<file path="src/rtl/rx_pkg.sv">
package rx_pkg;
  parameter int CHAR_W = 8;

  typedef struct packed {
    logic              brk;
    logic              ferr;
    logic              perr;
    logic [CHAR_W-1:0] data;
  } rx_entry_t;

  typedef enum logic [2:0] {
    ST_IDLE,
    ST_START,
    ST_DATA,
    ST_PAR,
    ST_STOP,
    ST_WAIT_HI
  } rx_state_e;
endpackage

</file>
<file path="src/rtl/rx_sync.sv">
module rx_sync #(
  parameter int STAGES = 2
) (
  input  logic clk,
  input  logic rst_n,
  input  logic din,
  output logic dout
);
  logic [STAGES-1:0] chain;

  always_ff @(posedge clk) begin
    if (!rst_n) chain <= '1;
    else        chain <= {chain[STAGES-2:0], din};
  end

  assign dout = chain[STAGES-1];
endmodule

</file>
<file path="src/rtl/rx_framer.sv">
module rx_framer
  import rx_pkg::*;
#(
  parameter int OSR = 16
) (
  input  logic      clk,
  input  logic      rst_n,
  input  logic      tick,
  input  logic      rx,
  input  logic [1:0] cfg_len,
  input  logic      par_en,
  input  logic      par_even,
  output logic      ch_valid,
  output rx_entry_t ch
);
  localparam int CNT_W = $clog2(OSR);
  localparam logic [CNT_W-1:0] MID  = CNT_W'(OSR/2 - 1);
  localparam logic [CNT_W-1:0] LAST = CNT_W'(OSR - 1);

  rx_state_e         state;
  logic [CNT_W-1:0]  tcnt;
  logic [2:0]        bitn;
  logic [CHAR_W-1:0] shreg;
  logic              par_acc;
  logic              all_low;

  logic [2:0]        last_bit;
  logic [CHAR_W-1:0] justified;
  logic              is_break;

  assign last_bit  = 3'd4 + {1'b0, cfg_len};
  assign justified = shreg >> (3'd3 - {1'b0, cfg_len});
  assign is_break  = all_low & ~rx;

  always_ff @(posedge clk) begin
    if (!rst_n) begin
      state    <= ST_IDLE;
      tcnt     <= '0;
      bitn     <= '0;
      shreg    <= '0;
      par_acc  <= 1'b0;
      all_low  <= 1'b0;
      ch_valid <= 1'b0;
      ch       <= '0;
    end else begin
      ch_valid <= 1'b0;
      if (tick) begin
        case (state)
          ST_IDLE: begin
            if (!rx) begin
              state <= ST_START;
              tcnt  <= '0;
            end
          end
          ST_START: begin
            if (tcnt == MID) begin
              tcnt <= '0;
              if (rx) begin
                state <= ST_IDLE;
              end else begin
                state   <= ST_DATA;
                bitn    <= '0;
                par_acc <= 1'b0;
                all_low <= 1'b1;
              end
            end else begin
              tcnt <= tcnt + 1'b1;
            end
          end
          ST_DATA: begin
            tcnt <= tcnt + 1'b1;
            if (tcnt == LAST) begin
              shreg   <= {rx, shreg[CHAR_W-1:1]};
              par_acc <= par_acc ^ rx;
              all_low <= all_low & ~rx;
              bitn    <= bitn + 1'b1;
              if (bitn == last_bit) state <= par_en ? ST_PAR : ST_STOP;
            end
          end
          ST_PAR: begin
            tcnt <= tcnt + 1'b1;
            if (tcnt == LAST) begin
              par_acc <= par_acc ^ rx;
              all_low <= all_low & ~rx;
              state   <= ST_STOP;
            end
          end
          ST_STOP: begin
            tcnt <= tcnt + 1'b1;
            if (tcnt == LAST) begin
              ch_valid <= 1'b1;
              ch.brk   <= is_break;
              ch.ferr  <= ~rx;
              ch.perr  <= ~is_break & par_en & (par_acc ^ ~par_even);
              ch.data  <= is_break ? '0 : justified;
              state    <= rx ? ST_IDLE : ST_WAIT_HI;
            end
          end
          ST_WAIT_HI: begin
            if (rx) state <= ST_IDLE;
          end
          default: state <= ST_IDLE;
        endcase
      end
    end
  end
endmodule

</file>
<file path="src/rtl/rx_fifo.sv">
module rx_fifo
  import rx_pkg::*;
#(
  parameter int DEPTH = 16
) (
  input  logic                     clk,
  input  logic                     rst_n,
  input  logic                     push,
  input  rx_entry_t                push_item,
  input  logic                     pop,
  output rx_entry_t                head,
  output logic                     empty,
  output logic                     full,
  output logic [$clog2(DEPTH):0]   fill
);
  localparam int AW = $clog2(DEPTH);

  rx_entry_t       mem [DEPTH];
  logic [AW-1:0]   wptr;
  logic [AW-1:0]   rptr;

  assign empty = (fill == '0);
  assign full  = (fill == (AW+1)'(DEPTH));
  assign head  = mem[rptr];

  always_ff @(posedge clk) begin
    if (push) mem[wptr] <= push_item;
  end

  always_ff @(posedge clk) begin
    if (!rst_n) begin
      wptr <= '0;
      rptr <= '0;
      fill <= '0;
    end else begin
      if (push) wptr <= wptr + 1'b1;
      if (pop)  rptr <= rptr + 1'b1;
      case ({push, pop})
        2'b10:   fill <= fill + 1'b1;
        2'b01:   fill <= fill - 1'b1;
        default: fill <= fill;
      endcase
    end
  end
endmodule

</file>
<file path="src/rtl/uart_rx_os.sv">
module uart_rx_os
  import rx_pkg::*;
#(
  parameter int OSR         = 16,
  parameter int DEPTH       = 16,
  parameter int SYNC_STAGES = 2
) (
  input  logic                clk,
  input  logic                rst_n,
  input  logic                os_tick,
  input  logic                rx_serial,
  input  logic [1:0]          cfg_len,
  input  logic                cfg_par_en,
  input  logic                cfg_par_even,
  input  logic                ovr_clr,
  input  logic                rd_ready,
  output logic                rd_valid,
  output logic [CHAR_W-1:0]   rd_data,
  output logic                rd_perr,
  output logic                rd_ferr,
  output logic                rd_brk,
  output logic                ovr_flag
);
  localparam int FW = $clog2(DEPTH) + 1;

  logic           rx_s;
  logic           ch_valid;
  rx_entry_t      ch;
  rx_entry_t      head;
  logic           empty;
  logic           full;
  logic [FW-1:0]  fill;
  logic           pop;
  logic           push;
  logic           drop;

  rx_sync #(.STAGES(SYNC_STAGES)) u_sync (
    .clk  (clk),
    .rst_n(rst_n),
    .din  (rx_serial),
    .dout (rx_s)
  );

  rx_framer #(.OSR(OSR)) u_framer (
    .clk     (clk),
    .rst_n   (rst_n),
    .tick    (os_tick),
    .rx      (rx_s),
    .cfg_len (cfg_len),
    .par_en  (cfg_par_en),
    .par_even(cfg_par_even),
    .ch_valid(ch_valid),
    .ch      (ch)
  );

  assign pop  = rd_ready & ~empty;
  assign push = ch_valid & (~full | pop);
  assign drop = ch_valid & full & ~pop;

  rx_fifo #(.DEPTH(DEPTH)) u_fifo (
    .clk      (clk),
    .rst_n    (rst_n),
    .push     (push),
    .push_item(ch),
    .pop      (pop),
    .head     (head),
    .empty    (empty),
    .full     (full),
    .fill     (fill)
  );

  always_ff @(posedge clk) begin
    if (!rst_n)       ovr_flag <= 1'b0;
    else if (drop)    ovr_flag <= 1'b1;
    else if (ovr_clr) ovr_flag <= 1'b0;
  end

  assign rd_valid = ~empty;
  assign rd_data  = head.data;
  assign rd_perr  = head.perr;
  assign rd_ferr  = head.ferr;
  assign rd_brk   = head.brk;
endmodule

</file>
<file path="config.mk">
export PLATFORM = sky130hd
export DESIGN_NAME = uart_rx_os
export DESIGN_NICKNAME = d
export VERILOG_FILES = /design/src/rtl/rx_pkg.sv /design/src/rtl/rx_sync.sv /design/src/rtl/rx_framer.sv /design/src/rtl/rx_fifo.sv /design/src/rtl/uart_rx_os.sv
export SDC_FILE = /design/constraint.sdc
export NUM_CORES = 1
export LEC_CHECK = 0
export BUFFER_PORTS_ARGS = -buffer_cell sky130_fd_sc_hd__buf_2
export CAP_MARGIN = 0
export CORE_ASPECT_RATIO = 0.75
export CORE_MARGIN = 2
export CORE_UTILIZATION = 30
export CTS_BUF_LIST = sky130_fd_sc_hd__clkbuf_8 sky130_fd_sc_hd__clkbuf_16
export DETAILED_ROUTE_END_ITERATION = 7
export GPL_ROUTABILITY_DRIVEN = 0
export PLACE_DENSITY_LB_ADDON = 0.15
export SYNTH_ARGS = -nofsm -noshare
export SYNTH_HDL_FRONTEND = slang
export SYNTH_SLANG_ARGS = --single-unit
</file>
<file path="constraint.sdc">
create_clock -name clk -period 7.9 [get_ports clk]
set_input_delay 1.185 -clock clk [delete_from_list [all_inputs] [get_ports clk]]
set_output_delay 1.185 -clock clk [all_outputs]
set_load 0.05 [all_outputs]
</file>
==> results of run 1 <==
-- stage by stage --
stage / power (mW) / setup WS, ns / cells / area (sq um) / util [%]
after floorplan: 1.41 / 4.67 / 557 / 9300 / -
final: 2.48 / 3.78 / 1002 / 10700 / 35.1
after global placement: 1.42 / 4.23 / 958 / 9890 / 32.6
after detailed placement: 1.42 / 4.24 / 958 / 9890 / 32.6
after global routing: 2.57 / 3.58 / 1002 / 10700 / 35.1
after CTS: 2.52 / 3.68 / 1002 / 10700 / 35.1
-- registers in the layout, indices dropped and copies added, names as in the netlist, named ones only --
register and count:
u_framer.bitn 3, u_framer.all_low 1, u_framer.shreg 8, u_fifo.fill 5, u_framer.par_acc 1, ovr_flag 1
u_sync.chain 2, u_fifo.wptr 4, u_framer.ch 11, u_framer.tcnt 4, u_framer.state 3, u_fifo.rptr 4
u_fifo.mem 176, u_framer.ch_valid 1
-- logic make-up (layout without fill, tap and decap cells) --
group	after synthesis	count (layout)	synth area share (%)
buffers and inverters	47	93	2.14
AO/OA/AOI/OAI	58	58	4.59
multiplexers	74	74	15.4
flip-flops	228	228	68.1
XOR/XNOR	16	16	1.51
AND/OR/NAND/NOR	124	124	6.93
adder cells (fa/ha/maj)	10	10	1.35
-- routing by layer --
| metal | vias up | wire length (um) |
|---|---|---|
| met2 | 77 | 9720 |
| met1 | 2525 | 9970 |
| li1 | 2223 | - |
| met5 | - | 0 |
| met4 | 0 | 432 |
| met3 | 28 | 815 |
-- cell usage after synthesis (all sizes together), types with 2 or more instances --
master,n
nor2,31
nand2b,7
and3,3
buf,12
inv,16
or4,2
a21oi,7
ha,10
nor2b,12
o21ai,10
nand4,7
and2,12
edfxtp,176
dfxtp,52
nand2,28
nor3,7
o22ai,2
nand3,5
a31oi,2
o21a,5
a21boi,13
mux2i,15
xnor2,9
xor2,7
or3b,2
o2111ai,4
mux4,55
mux2,4
clkbuf,19
-- path summary, 6_finish.rpt --
kind | to | cells after the start | slack, ns
worst max-delay path | rd_data[4] | 4 | 3.78
worst min-delay path | u_sync.chain[1]$_SDFF_PN1_ | 1 | 0.41
worst max register to register | u_fifo.fill[4]$_SDFFE_PN0P_ | 11 | 4.91
worst min register to register | u_sync.chain[1]$_SDFF_PN1_ | 1 | 0.41
-- worst max-delay path: cells and delay by family (launching register included) --
| kind | cells | cell delay, ns |
|---|---|---|
| multiplexers | 2 | 1.14 |
| buffers and inverters | 2 | 0.95 |
| flip-flops | 1 | 0.32 |
-- power breakdown --
part / switching [mW] / internal, mW
registers: 0.0195 / 1.28
logic: 0.0527 / 0.0408
clock network: 0.449 / 0.636
-- area by class of cell --
class	count	area (sq um)	share of cell area [%]
sequential	228	6330	59.4
multi-input combinational	282	2810	26.4
clock buffer	25	626	5.87
tap	399	499	4.69
timing repair buffer	33	193	1.81
clock inverter	19	138	1.29
inverter	16	60.1	0.564
==> out/qor.yml, run 1 <==
grt_use_total_pct: 13.2
reg2reg_from: "u_fifo.fill[0]$_SDFFE_PN0P_"
crit_type: "flip-flop to output port"
max_cap_viol_count: 0
cts_max_level: 1
hp-start: "u_sync.chain[0]$_SDFF_PN1_"
cpMostUsedCell: "mux4_2"
synth_flop_cell: "edfxtp_1"
antenna_found_initial: 0
hold_path.class: "flip-flop to flip-flop"
powerDensity_nw_per_um2: 233
ys_seq_elements: 228
detail_route.first_pass.iterations: 4
ys_async_sr_fraction_pct: 0
hold_ws_ns: 0.411
drt-wirelength-per-cell_um: 20.9
min_period_ns: 4.12
skew_ns: 0.00876
cp-start-kind: "flip-flop"
wirelength_um: 20900
path_cells: "buf_4, mux4_2, mux4_2, buf_2"
final_net_count: 606
fp.dieH_um: 156
hold_buffers: 0
portBuffers: 22
tns_ns: 0
synthCells: 557
cts_root_buf: "clkbuf_16"
die-area_sq_um: 32400
viasPerCell: 4.84
coreArea_sq_um: 30300
grt_max_degree: 45
die_x_um: 207
cts_buffer_depth: 3
slowest_delay_ns: 0.71
slew_violations: 0
relSlewSlack_pct: 26.3
hold_viol: 0
cp-end-kind: "output port"
drive_above_1_share_pct: 24.7
diodes: 0
max_freq_mhz: 243
clk_latency_ns: 0.51
yosysUniqueCellTypes: 58
arrival_ns: 2.94
grt_busiest_layer: "met2"
area_growth_pct: 14.6
gr-total-overflow: 0
vias: 4853
fill_cells: 2849
synth_top_area_share_pct: 56.9
grt_pass1_wl_um: 31700
crit_required_ns: 6.71
grtUsageMet1_pct: 18.4
grt_pass1_vias: 5080
numCtsBuffers: 25
clk_pin_slew_ns: 0.06
netlist_area_sq_um: 9300
cts_setup_buffers: 0
p_leak_nw: 3.29
layout_commonest_cell: "edfxtp_1"
cts_sinks: 228
initial_core_util_pct: 30.6
period_share_pct: 52.2
synth_area_per_cell_sq_um: 16.7
hpwl_um: 12200
yosys-top-cells-area: "edfxtp_1, mux4_2, dfxtp_1"
worstMarginPinSlew_ns: 1.10
synth-seq-area-share_pct: 68.1
yosys.area.top_type: "edfxtp_1"
io_pins: 23
cts_tree: "done"
synth_edf_count: 176
rsz0062_at_grt: "false"
grtUsageMet2_pct: 21.5
drt_iter0_drc: 320
final_cell_mix: "edfxtp_1, mux4_2, dfxtp_1"
drt.antenna.violating_nets: 0
row_count: 55
yosys_warnings: 0
use_met3_pct: 2.19
synth_fp_nets: 577
status: "finished clean"
cts.repair.resized: 0
drc: 0
cp_max_fo: 44
slowest_stage: "buf_4"
ir_worst_vdd_mv: 0.125
setup_viol: 0
No activity file was read; power rests on OpenSTA's default activity.
==> run 2, diff against run 1 <==
--- a/config.mk
+++ b/config.mk
@@ -5,6 +5,7 @@
 export SDC_FILE = /design/constraint.sdc
 export NUM_CORES = 1
 export LEC_CHECK = 0
+export ABC_AREA = 1
 export BUFFER_PORTS_ARGS = -buffer_cell sky130_fd_sc_hd__buf_2
 export CAP_MARGIN = 0
 export CORE_ASPECT_RATIO = 0.75
==> constraint.sdc (replaced) <==
create_clock -name clk -period 3.8 [get_ports clk]
set_input_delay 0.57 -clock clk [delete_from_list [all_inputs] [get_ports clk]]
set_output_delay 0.57 -clock clk [all_outputs]
set_load 0.05 [all_outputs]
==> out/qor.yml, run 2 <==
row_count: 56  # +1.8%
grt_pass1_wl_um: 37800  # +19%
arrival_ns: 2.61  # -0.33 ns
hpwl_um: 14700  # +21%
vias: 6507  # +34%
grt_use_total_pct: 14.4  # +1.2 points
max_cap_viol_count: 0  # unchanged
regMostFlops: "u_fifo.mem"
io_pins: 23  # unchanged
clk_latency_ns: 0.52  # about the same
yosys-top-cells-area: "edfxtp_1, dfxtp_1, o21ai_0"
yosysUniqueCellTypes: 34  # -41%
synth_common_cells: "edfxtp_1, nor2_1, o21ai_0, nand2_1, inv_1"
fill_cells: 3085  # +8.3%
die-area_sq_um: 33600  # +3.7%
cts_tree: "done"
cp-start-kind: "flip-flop"
final_net_count: 954  # +57%
ys_seq_elements: 228  # unchanged
clkPwrFrac_pct: 32.3  # -11 points
coreArea_sq_um: 31500  # +3.7%
cts_setup_buffers: 0  # unchanged
synth-seq-area-share_pct: 65.6  # -2.5 points
relSlewSlack_pct: 38.2  # +12 points
crit_family: "buffers and inverters"
pwr-share-seq_pct: 37.8  # -15 points
worstMarginPinSlew_ns: 0.928  # -0.176 ns
hp-start: "rx_serial"
synth_area_per_cell_sq_um: 10.7  # -36%
synth_edf_count: 176  # unchanged
drt.antenna.violating_nets: 0  # unchanged
post-synth-top-count-cell: "edfxtp_1"
area_growth_pct: 14.8
slew_violations: 0  # unchanged
reg2regPathDepth: 16  # +5
ir_worst_vdd_mv: 0.499  # +300%
ff2ff_setup_slack_ns: 1.27  # -3.64 ns
slowest_stage: "buf_4"
slowest_delay_ns: 0.69  # -0.02 ns
cp-end-kind: "output port"
layout_commonest_cell: "edfxtp_1"
grt_pass1_vias: 6286  # +24%
netlist_area_sq_um: 9650  # +3.8%
tns_ns: 0  # unchanged
synthCells: 906  # +63%
min_period_ns: 3.18
cts.repair.resized: 0  # unchanged
cts_max_level: 1  # unchanged
fp.dieH_um: 159  # +1.8%
drt_iter0_drc: 606  # +89%
max_freq_mhz: 314
hold_path.class: "primary input to flip-flop"
drive_above_1_share_pct: 12.2  # -13 points
swShare_pct: 35.6  # +15 points
synth_fp_nets: 926  # +60%
antenna_found_initial: 0  # unchanged
wirelength_um: 23800  # +14%
detail_route.first_pass.iterations: 5  # +1
crit_type: "flip-flop to output port"
pre_cts_slack_ns: 1.10  # -3.14 ns
rsz0062_at_grt: "false"
reg_top3: "u_fifo.mem x176, u_framer.ch x11, u_framer.shreg x8"
numCtsBuffers: 25  # unchanged
hold_ws_ns: 0.241  # -0.170 ns
cp_max_fo: 97  # +120%
cts_buffer_depth: 3  # unchanged
grt_max_degree: 98  # +120%
p_leak_nw: 3.86  # +17%
final_cell_mix: "edfxtp_1, nor2_1, o21ai_0"
power.switching_mw: 2.63  # +400%
cts_root_buf: "clkbuf_16"
viasPerCell: 4.80  # -0.99%
gr-total-overflow: 0  # unchanged
cp_num_buf_inv: 2  # unchanged
hold_buffers: 0  # unchanged
multi_input_area_sq_um: 2860  # +1.9%
reg2reg_from: "u_fifo.fill[0]$_SDFFE_PN0P_"
drt-wirelength-per-cell_um: 17.5  # -16%
r2r_end: "u_fifo.fill[4]$_SDFFE_PN0P_"
synth_top_area_share_pct: 54.8  # -2.1 points
initial_core_util_pct: 30.7  # +0.043 points
p_int_mw: 4.77  # +140%
fin_util_pct: 35.2  # +0.11 points
die_x_um: 211  # +1.9%
hold_viol: 0  # unchanged
regArea_sq_um: 6330  # unchanged
clk_pin_slew_ns: 0.06  # about the same
cpMostUsedCell: "o21ai_0"
setup_viol: 0  # unchanged
hold_depth: 2  # +1
timing.final.ws_setup_ns: 0.620  # -3.16 ns
combPwrFrac_pct: 29.9  # +26 points
portBuffers: 22  # unchanged
drc: 0  # unchanged
yosys_warnings: 0  # unchanged
crit_required_ns: 3.23  # -3.48 ns
powerDensity_nw_per_um2: 668  # +190%
largest_reg_flops: 176  # unchanged
status: "finished clean"
yosys.area.top_type: "edfxtp_1"
skew_ns: 0.0122  # +0.00349 ns
cts_sinks: 228  # unchanged
synth_flop_cell: "edfxtp_1"
p_total_mw: 7.40  # +200%
diodes: 0  # unchanged
ys_async_sr_fraction_pct: 0  # unchanged
period_share_pct: 83.7
min_delay_worst_endpoint: "u_sync.chain[0]$_SDFF_PN1_"
path_cells: "buf_4, o21ai_0, o21ai_0, o211ai_1, nand2_1, buf_2"
-- run 2: worst max path at each step --
stage                                           start                           to  slack (ns)  depth (start not counted)
after global placement                      flip-flop                   rd_data[0]        1.14                          6
final                                       flip-flop                       rd_brk        0.62                          6
after global routing                        flip-flop                       rd_brk        0.33                          6
after floorplan           u_fifo.fill[0]$_SDFFE_PN0P_  u_fifo.fill[4]$_SDFFE_PN0P_        1.08                         17
after detailed placement                    flip-flop                   rd_data[0]        1.10                          6
after CTS                                   flip-flop                   rd_data[0]        0.56                          6
-- run 2: logic make-up (layout without fill, tap and decap cells) --
group           Yosys count  in the layout  share of synthesized area [%]
xor+xnor                  9              9                          0.817
buf+inv                 111            156                           4.76
flops                   228            228                           65.6
simple gates            321            321                           14.1
fa+ha+maj                10             10                           1.30
compound gates          225            225                           13.3
mux                       2              2                          0.207
-- run 2: metrics by stage --
stage | std cells | area, sq um
after floorplan | 906 | 9650
after global placement | 1313 | 10300
after detailed placement | 1313 | 10300
after CTS | 1357 | 11100
after global routing | 1357 | 11100
final | 1357 | 11100
-- run 2: power by group through the flow --
stage	clock [mW]	combinational [mW]	sequential, mW
2_1_floorplan	0	1.71	2.82
3_3_place_gp	0	2.23	2.85
3_5_place_dp	0	2.23	2.85
4_1_cts	2.46	2.24	2.79
5_1_grt	2.55	2.50	2.81
6_report	2.39	2.22	2.79
-- run 2: cell type report --
cell class / count / area share (%)
Timing Repair Buffer: 46 / 2.73
Tap cell: 406 / 4.59
Multi-Input combinational cell: 567 / 25.9
Inverter: 66 / 2.24
Clock buffer: 32 / 6.72
Clock inverter: 12 / 0.745
Sequential cell: 228 / 57.1
-- run 2: metal layers --
metal | part of all wire (%) | global-route usage [%] | wire length, um | vias to the layer above
met5 | 0 | 0 | 0 | -
met4 | 1.6 | 3.10 | 379 | 0
met3 | 3.8 | 2.13 | 893 | 28
met2 | 42 | 20.9 | 10000 | 120
met1 | 53 | 22.4 | 12500 | 3136
li1 | - | - | - | 3223
